$ cat src/rtl/hlt_pkg.sv
// Package: shared types and encodings for the halt controller.
// Assumes: a three-bit bus status and a two-bit wake-cause code.
package hlt_pkg;
    localparam int STAT_W  = 3;
    localparam int CAUSE_W = 2;

    localparam logic [STAT_W-1:0]  STAT_HALT    = 3'b011;
    localparam logic [STAT_W-1:0]  STAT_PASSIVE = 3'b111;

    localparam logic [CAUSE_W-1:0] CAUSE_INTR = 2'd0;
    localparam logic [CAUSE_W-1:0] CAUSE_NMI  = 2'd1;
    localparam logic [CAUSE_W-1:0] CAUSE_RST  = 2'd2;

    typedef enum logic [1:0] {
        ST_RUN    = 2'd0,
        ST_ISSUE  = 2'd1,
        ST_HALTED = 2'd2,
        ST_HOLD   = 2'd3
    } hlt_state_e;
endpackage

$ cat src/rtl/hlt_mode_latch.sv
// Module: captures the bus mode strap while the block reset is held.
// Assumes: the strap is stable during reset; later changes are ignored.
module hlt_mode_latch (
    input  logic clk,
    input  logic rst_n,
    input  logic mode_i,
    output logic mode_o
);
    logic mode_q;

    // Sample the strap only in reset cycles, hold it otherwise.
    always_ff @(posedge clk) begin
        if (!rst_n) mode_q <= mode_i;
    end

    assign mode_o = mode_q;
endmodule

$ cat src/rtl/hlt_wake_arb.sv
// Module: resolves concurrent wake sources into one fixed-priority cause.
// Assumes: inputs are levels already synchronised to clk.
module hlt_wake_arb
    import hlt_pkg::*;
(
    input  logic               core_rst_i,
    input  logic               nmi_i,
    input  logic               intr_i,
    input  logic               int_en_i,
    output logic               wake_o,
    output logic [CAUSE_W-1:0] cause_o
);
    // Reset beats NMI, which beats an enabled maskable interrupt.
    always_comb begin
        wake_o  = 1'b1;
        cause_o = CAUSE_INTR;
        if (core_rst_i)            cause_o = CAUSE_RST;
        else if (nmi_i)            cause_o = CAUSE_NMI;
        else if (intr_i && int_en_i) cause_o = CAUSE_INTR;
        else                       wake_o  = 1'b0;
    end
endmodule

$ cat src/rtl/hlt_fsm.sv
// Module: halt state sequencer with hold handling and the wake report.
// Assumes: halt_req_i is a decoder pulse; wake sources are levels.
module hlt_fsm
    import hlt_pkg::*;
(
    input  logic               clk,
    input  logic               rst_n,
    input  logic               halt_req_i,
    input  logic               hold_req_i,
    input  logic               core_rst_i,
    input  logic               wake_i,
    input  logic [CAUSE_W-1:0] cause_i,
    output hlt_state_e         state_o,
    output logic               wake_valid_o,
    output logic [CAUSE_W-1:0] wake_cause_o
);
    hlt_state_e         state_q, state_d;
    logic               wv_d, wv_q;
    logic [CAUSE_W-1:0] cause_d, cause_q;

    // Next-state choice and the wake report for the coming cycle.
    always_comb begin
        state_d = state_q;
        wv_d    = 1'b0;
        cause_d = CAUSE_INTR;
        unique case (state_q)
            ST_RUN: begin
                if (halt_req_i) state_d = ST_ISSUE;
            end
            ST_ISSUE: begin
                if (wake_i) begin
                    state_d = ST_RUN;
                    wv_d    = 1'b1;
                    cause_d = cause_i;
                end else begin
                    state_d = ST_HALTED;
                end
            end
            ST_HALTED: begin
                if (wake_i) begin
                    state_d = ST_RUN;
                    wv_d    = 1'b1;
                    cause_d = cause_i;
                end else if (hold_req_i) begin
                    state_d = ST_HOLD;
                end
            end
            ST_HOLD: begin
                if (core_rst_i) begin
                    state_d = ST_RUN;
                    wv_d    = 1'b1;
                    cause_d = CAUSE_RST;
                end else if (!hold_req_i) begin
                    state_d = ST_ISSUE;
                end
            end
            default: state_d = ST_RUN;
        endcase
    end

    // State and wake report registers.
    always_ff @(posedge clk) begin
        if (!rst_n) begin
            state_q <= ST_RUN;
            wv_q    <= 1'b0;
            cause_q <= CAUSE_INTR;
        end else begin
            state_q <= state_d;
            wv_q    <= wv_d;
            cause_q <= cause_d;
        end
    end

    assign state_o      = state_q;
    assign wake_valid_o = wv_q;
    assign wake_cause_o = cause_q;
endmodule

$ cat src/rtl/hlt_ind_gen.sv
// Module: turns the sequencer state into the mode-specific bus outputs.
// Assumes: the ISSUE state lasts exactly one cycle.
module hlt_ind_gen
    import hlt_pkg::*;
(
    input  hlt_state_e        state_i,
    input  logic              mode_max_i,
    output logic              ale_o,
    output logic [STAT_W-1:0] status_o,
    output logic              halted_o,
    output logic              hold_ack_o
);
    logic issue;

    // Decode the indication cycle and the halted and hold conditions.
    always_comb begin
        issue      = (state_i == ST_ISSUE);
        ale_o      = issue && !mode_max_i;
        status_o   = (issue && mode_max_i) ? STAT_HALT : STAT_PASSIVE;
        halted_o   = (state_i != ST_RUN);
        hold_ack_o = (state_i == ST_HOLD);
    end
endmodule

$ cat src/rtl/hlt_ctrl.sv
// Module: top of the halt controller; wires the strap latch, the wake
// arbiter, the sequencer and the indication decoder together.
// Assumes: synchronous active-low reset; all inputs synchronous to clk.
module hlt_ctrl
    import hlt_pkg::*;
(
    input  logic               clk,
    input  logic               rst_n,
    input  logic               mode_max_i,
    input  logic               halt_req_i,
    input  logic               hold_req_i,
    input  logic               nmi_i,
    input  logic               intr_i,
    input  logic               int_en_i,
    input  logic               core_rst_i,
    output logic               halted_o,
    output logic               ale_o,
    output logic [STAT_W-1:0]  status_o,
    output logic               hold_ack_o,
    output logic               wake_valid_o,
    output logic [CAUSE_W-1:0] wake_cause_o
);
    logic               mode_max;
    logic               wake;
    logic [CAUSE_W-1:0] cause;
    hlt_state_e         state;

    hlt_mode_latch u_mode (
        .clk    (clk),
        .rst_n  (rst_n),
        .mode_i (mode_max_i),
        .mode_o (mode_max)
    );

    hlt_wake_arb u_arb (
        .core_rst_i (core_rst_i),
        .nmi_i      (nmi_i),
        .intr_i     (intr_i),
        .int_en_i   (int_en_i),
        .wake_o     (wake),
        .cause_o    (cause)
    );

    hlt_fsm u_fsm (
        .clk          (clk),
        .rst_n        (rst_n),
        .halt_req_i   (halt_req_i),
        .hold_req_i   (hold_req_i),
        .core_rst_i   (core_rst_i),
        .wake_i       (wake),
        .cause_i      (cause),
        .state_o      (state),
        .wake_valid_o (wake_valid_o),
        .wake_cause_o (wake_cause_o)
    );

    hlt_ind_gen u_ind (
        .state_i    (state),
        .mode_max_i (mode_max),
        .ale_o      (ale_o),
        .status_o   (status_o),
        .halted_o   (halted_o),
        .hold_ack_o (hold_ack_o)
    );
endmodule

$ cat config.mk
export PLATFORM = sky130hd
export DESIGN_NAME = hlt_ctrl
export DESIGN_NICKNAME = d
export VERILOG_FILES = /design/src/rtl/hlt_pkg.sv /design/src/rtl/hlt_mode_latch.sv /design/src/rtl/hlt_wake_arb.sv /design/src/rtl/hlt_fsm.sv /design/src/rtl/hlt_ind_gen.sv /design/src/rtl/hlt_ctrl.sv
export SDC_FILE = /design/constraint.sdc
export NUM_CORES = 1
export LEC_CHECK = 0
export ABC_AREA = 1
export BUFFER_PORTS_ARGS = -buffer_cell sky130_fd_sc_hd__buf_2
export CAP_MARGIN = 20
export CORE_AREA = 2 2 39 41
export DETAILED_ROUTE_END_ITERATION = 7
export DIE_AREA = 0 0 41 43
export GPL_TIMING_DRIVEN = 0
export SLEW_MARGIN = 20
export SYNTH_ARGS = -nofsm -noshare
export SYNTH_HDL_FRONTEND = slang
export SYNTH_HIERARCHICAL = 1
export SYNTH_SLANG_ARGS = --single-unit
$ cat constraint.sdc
create_clock -name clk -period 2.2 [get_ports clk]
set_input_delay 0.33 -clock clk [delete_from_list [all_inputs] [get_ports clk]]
set_output_delay 0.33 -clock clk [all_outputs]
set_load 0.03 [all_outputs]
After elaboration in Yosys (flattened, before gate mapping)
Cells that the tools add are included.
Cells by class
  eq/ne operators: 6
  muxes and demuxes: 19
  reduce and logical (&&, ||, !) cells: 8
Operators by type and width (count)
  2-to-1 mux 2 bit: 9
  one-hot mux 2 bit (4 select lines): 1
  2-to-1 mux 1 bit: 6
  != test 3 bit (second input constant): 2
  == test 2 bit (second input constant): 2
  one-hot mux 2 bit (2 select lines): 1
  logical AND 1 bit: 3
  2-to-1 mux 3 bit: 1
  AND reduction 3 bit: 1
  == test 2 x 1 -> 1 bit (second input constant): 1
  zero test 2 bit: 1
  != test 2 bit (second input constant): 1
  one-hot mux 1 bit (2 select lines): 1
  nonzero test 2 bit: 1
  OR reduction 2 bit: 1
  zero test 1 bit: 1
Storage, ports and cells
  flip-flop bits (word level): 6
  word-level logic and storage cells: 37

Logic depth before layout (Yosys ltp)
  word-level depth: 6
  gate-level depth with buffers: 8
  gate-level depth less buffers: 8

By module
Netlist, hierarchy kept.
By module, submodules not included
  hlt_fsm: instances 1, cells each 39, area an instance 294.0 µm²
  hlt_ind_gen: instances 1, cells each 10, area an instance 48.8 µm²
  hlt_mode_latch: instances 1, cells each 2, area an instance 33.8 µm²
  hlt_wake_arb: instances 1, cells each 6, area an instance 28.8 µm²

Worst setup path after synthesis
Ideal clock, no wire load.
  kind: register to output
  start point: reg u_fsm.state_q[0] (netlist: u_fsm/state_o[0])
  end point: out ale_o
  arrival: 0.861 ns
  data required time: 1.870 ns
  slack: 1.009 ns
  cell stages (with the launch flop): 3
  buffers on the path: 0
  cell sequence: dfxtp_1 > nand2_1 > nor2_1
On the way
  cells in the longest elaborated chain, start to end: 2
RTL lines
  start, declared: RTL line hlt_fsm.sv:17  | hlt_state_e state_q, state_d;
  start signal, assigned: RTL line hlt_fsm.sv:68  | state_q <= state_d;
  == test 2 x 1 -> 1 bit: RTL line hlt_ind_gen.sv:17  | issue = (state_i == ST_ISSUE);
  logical AND 1 bit: RTL line hlt_ind_gen.sv:18  | ale_o = issue && !mode_max_i;
  end, declared: RTL line hlt_ctrl.sv:17  | output logic ale_o,
No other way between the ends.

Worst setup path in the final report
Ends and elaborated chain as after synthesis.

==> run summary <==
# Post-CTS Setup Buffers -> 0
Total GRT Usage -> 10.2%
Final WL -> 729 microns
Resize count post-CTS -> 0
MaxCap Viol Count -> 0
Synth Area in Compound Gates -> 6.17%
WHS -> 0.261 ns
DRT Pass-1 Iters -> 4
Setup total negative slack -> 0 ns
Total of warnings raised by yosys -> 6
Reg area -> 130 sq um
H-tree depth -> 1
Setup crit start kind -> flop
Grt total ovfl -> 0
Core Rows -> 14
Fin. Hold Viols -> 0
Pint -> 0.000237 W
Worst Path Max Fanout -> 7
Seq pwr share -> 35.8%
Commonest non-fill, non-tap cell in the layout -> buf_2
RSZ-0062 raised after global routing -> false
Minimum clock period -> 1.34 ns
Cts-stage hold buffer count -> 0
CTS buffer count -> 3
Vias in the first global route -> 340
WL/cell -> 7.84 microns
P_leak -> 0.298 nW
Synthesized instance count -> 57
Data arrival, critical path -> 1.01 ns
Endpoints failing setup -> 0
Fin. max-slew vios -> 0
Post-synthesis cell area -> 405 sq um
DRC viols -> 0
Largest family of logic cells by synthesized area -> simple AND/OR/NAND/NOR gates
Port Buf Inserts -> 15
Fmax -> 0.744 GHz
Fin util -> 38.3%
Crit share post-route -> 61.1%
Adder-Cell Fraction of Synth Area -> 15.4%
Share of cells above drive strength 1 -> 29.9%
Hold wc startpoint -> mode_max_i
Largest net degree at the start of global routing -> 8
Worst r2r src -> u_fsm/state_o[0]
CTS tree -> built
Syn avg cell area -> 7.11 sq um
Post-DP HPWL -> 592 microns
Seq cells post-synth -> 6
Status -> complete, no violations
Multiplexer share of the synthesized area -> 0%
Nets@finish -> 92
Post-route ant nets -> 0
Commonest cells after routing, fill and taps aside -> buf_2, nand2_1, inv_1
Initial Util -> 29.3%
Placed Area -> 504 sq um
P&R area growth vs syn -> 30.9%
Hold Path Depth -> 1
First-pass GRT wire length -> 1240 microns
CP Class -> reg2out
Clock skew -> 0.00403 ns
Gpl congestion -> 0.754
Pwr/cell area -> 696 mW/mm^2
Clk_lat worst skew -> 0.24 ns
Die boundary width -> 41 microns
Ports -> 18
Worst-case clock buffer depth -> 2
FILL cells -> 150
Switching Fraction -> 35.8%
CTS Root Cell -> clkbuf_4
ANT cells -> 0
Max IR drop VDD -> 0.000125 V
Combinational share of power -> 34.4%
1st-iter DRT viols -> 12
Vias -> 389
# clock sinks -> 6
Clk pwr share -> 29.8%
Sink of the worst hold path -> u_mode/mode_o
Multi-input logic area -> 219 sq um
XOR/XNOR Fraction of Synth Area -> 0%
Cells on worst reg2reg path -> 7
Initial antenna violation count -> 0
Sw power -> 0.000132 W
Clk slew on worst S/H paths -> 0.05 ns
Die Outline Area -> 0.00176 sq mm
Design area -> 531 sq um
Synth cell types -> 15
RR Endpoint -> u_fsm/state_o[1]
Via density per instance -> 4.18
Core Area -> 0.00138 sq mm
Die Span Y -> 43 microns
Synth Area in Simple Gates -> 30.6%
Endpoint class of the critical path -> primary output
Worst hold-check path type -> in2reg
Post-synthesis sequential area ratio -> 32.1%
Required @ worst endpoint -> 1.87 ns
Reg2reg setup slack -> 0.92 ns
-- cells by family after synthesis --
logic type,after synthesis
flops,6
compound gates,4
buf+inv,13
simple gates,28
other cells,1
fa+ha+maj,5
-- through the flow --
stage               std cells  total power (W)  setup slack, ns
CTS                        93         0.000374            0.837
detailed placement         89         0.000261            0.935
finish                     93         0.000369            0.856
global placement           89         0.000260            0.944
global route               93         0.000400            0.747
floorplan                  58         0.000228             1.01
-- worst max-delay path, cell delays in order (launching register included) --
cell	delay, ns
dfxtp_1	0.43
nand2_1	0.08
nor2_1	0.07
buf_2	0.19
-- how the worst max path moves through the flow --
stage,endpoint,start,slack [ns],cells after the start
2_1_floorplan,ale_o,u_fsm/state_o[0],1.01,2
3_3_place_gp,u_fsm/wake_valid_o,u_fsm/state_o[0],0.94,4
6_report,ale_o,u_fsm/state_o[0],0.86,3
3_5_place_dp,u_fsm/wake_valid_o,u_fsm/state_o[0],0.93,4
4_1_cts,ale_o,u_fsm/state_o[0],0.84,3
5_1_grt,ale_o,u_fsm/state_o[0],0.75,3
-- power by group through the flow --
stage	Sequential, W	Combinational [W]	Clock (W)
3_5_place_dp	0.000135	0.000127	0
5_1_grt	0.000134	0.000142	0.000123
6_report	0.000132	0.000127	0.000110
4_1_cts	0.000132	0.000127	0.000114
3_3_place_gp	0.000134	0.000126	0
2_1_floorplan	0.000138	0.0000903	0
-- cell usage after synthesis (all sizes together) --
cell type  count  area (sq um)
nor2           7          28.8
a211oi         2          15.0
a21oi          2          10.0
or2            1          6.26
ha             5          62.6
nand3          5          30.0
dfxtp          5           100
inv           10          37.5
nand2         13          48.8
conb           1          3.75
edfxtp         1          30.0
buf            3          22.5
nor3           2          10.0
-- registers in the layout, indices dropped and copies added, names as in the netlist --
name,count
u_fsm/wake_cause_o,2
u_fsm/wake_valid_o,1
u_mode/mode_o,1
u_fsm/state_o,2
-- per-layer routing --
metal	vias up	track usage, %	share of wire [%]
met4	0	6.00	0
met2	17	16.6	44
met5	-	0	0
li1	209	-	-
met1	163	10.9	46
met3	0	3.14	10
-- final cells by class --
class | count | area share, %
Multi-Input combinational cell | 39 | 41.3
Sequential cell | 6 | 24.5
Timing Repair Buffer | 15 | 14.2
Inverter | 10 | 7.08
Clock buffer | 4 | 4.95
Buffer | 3 | 4.25
Tap cell | 16 | 3.77
Note: power is estimated with default switching activity, not from simulation.
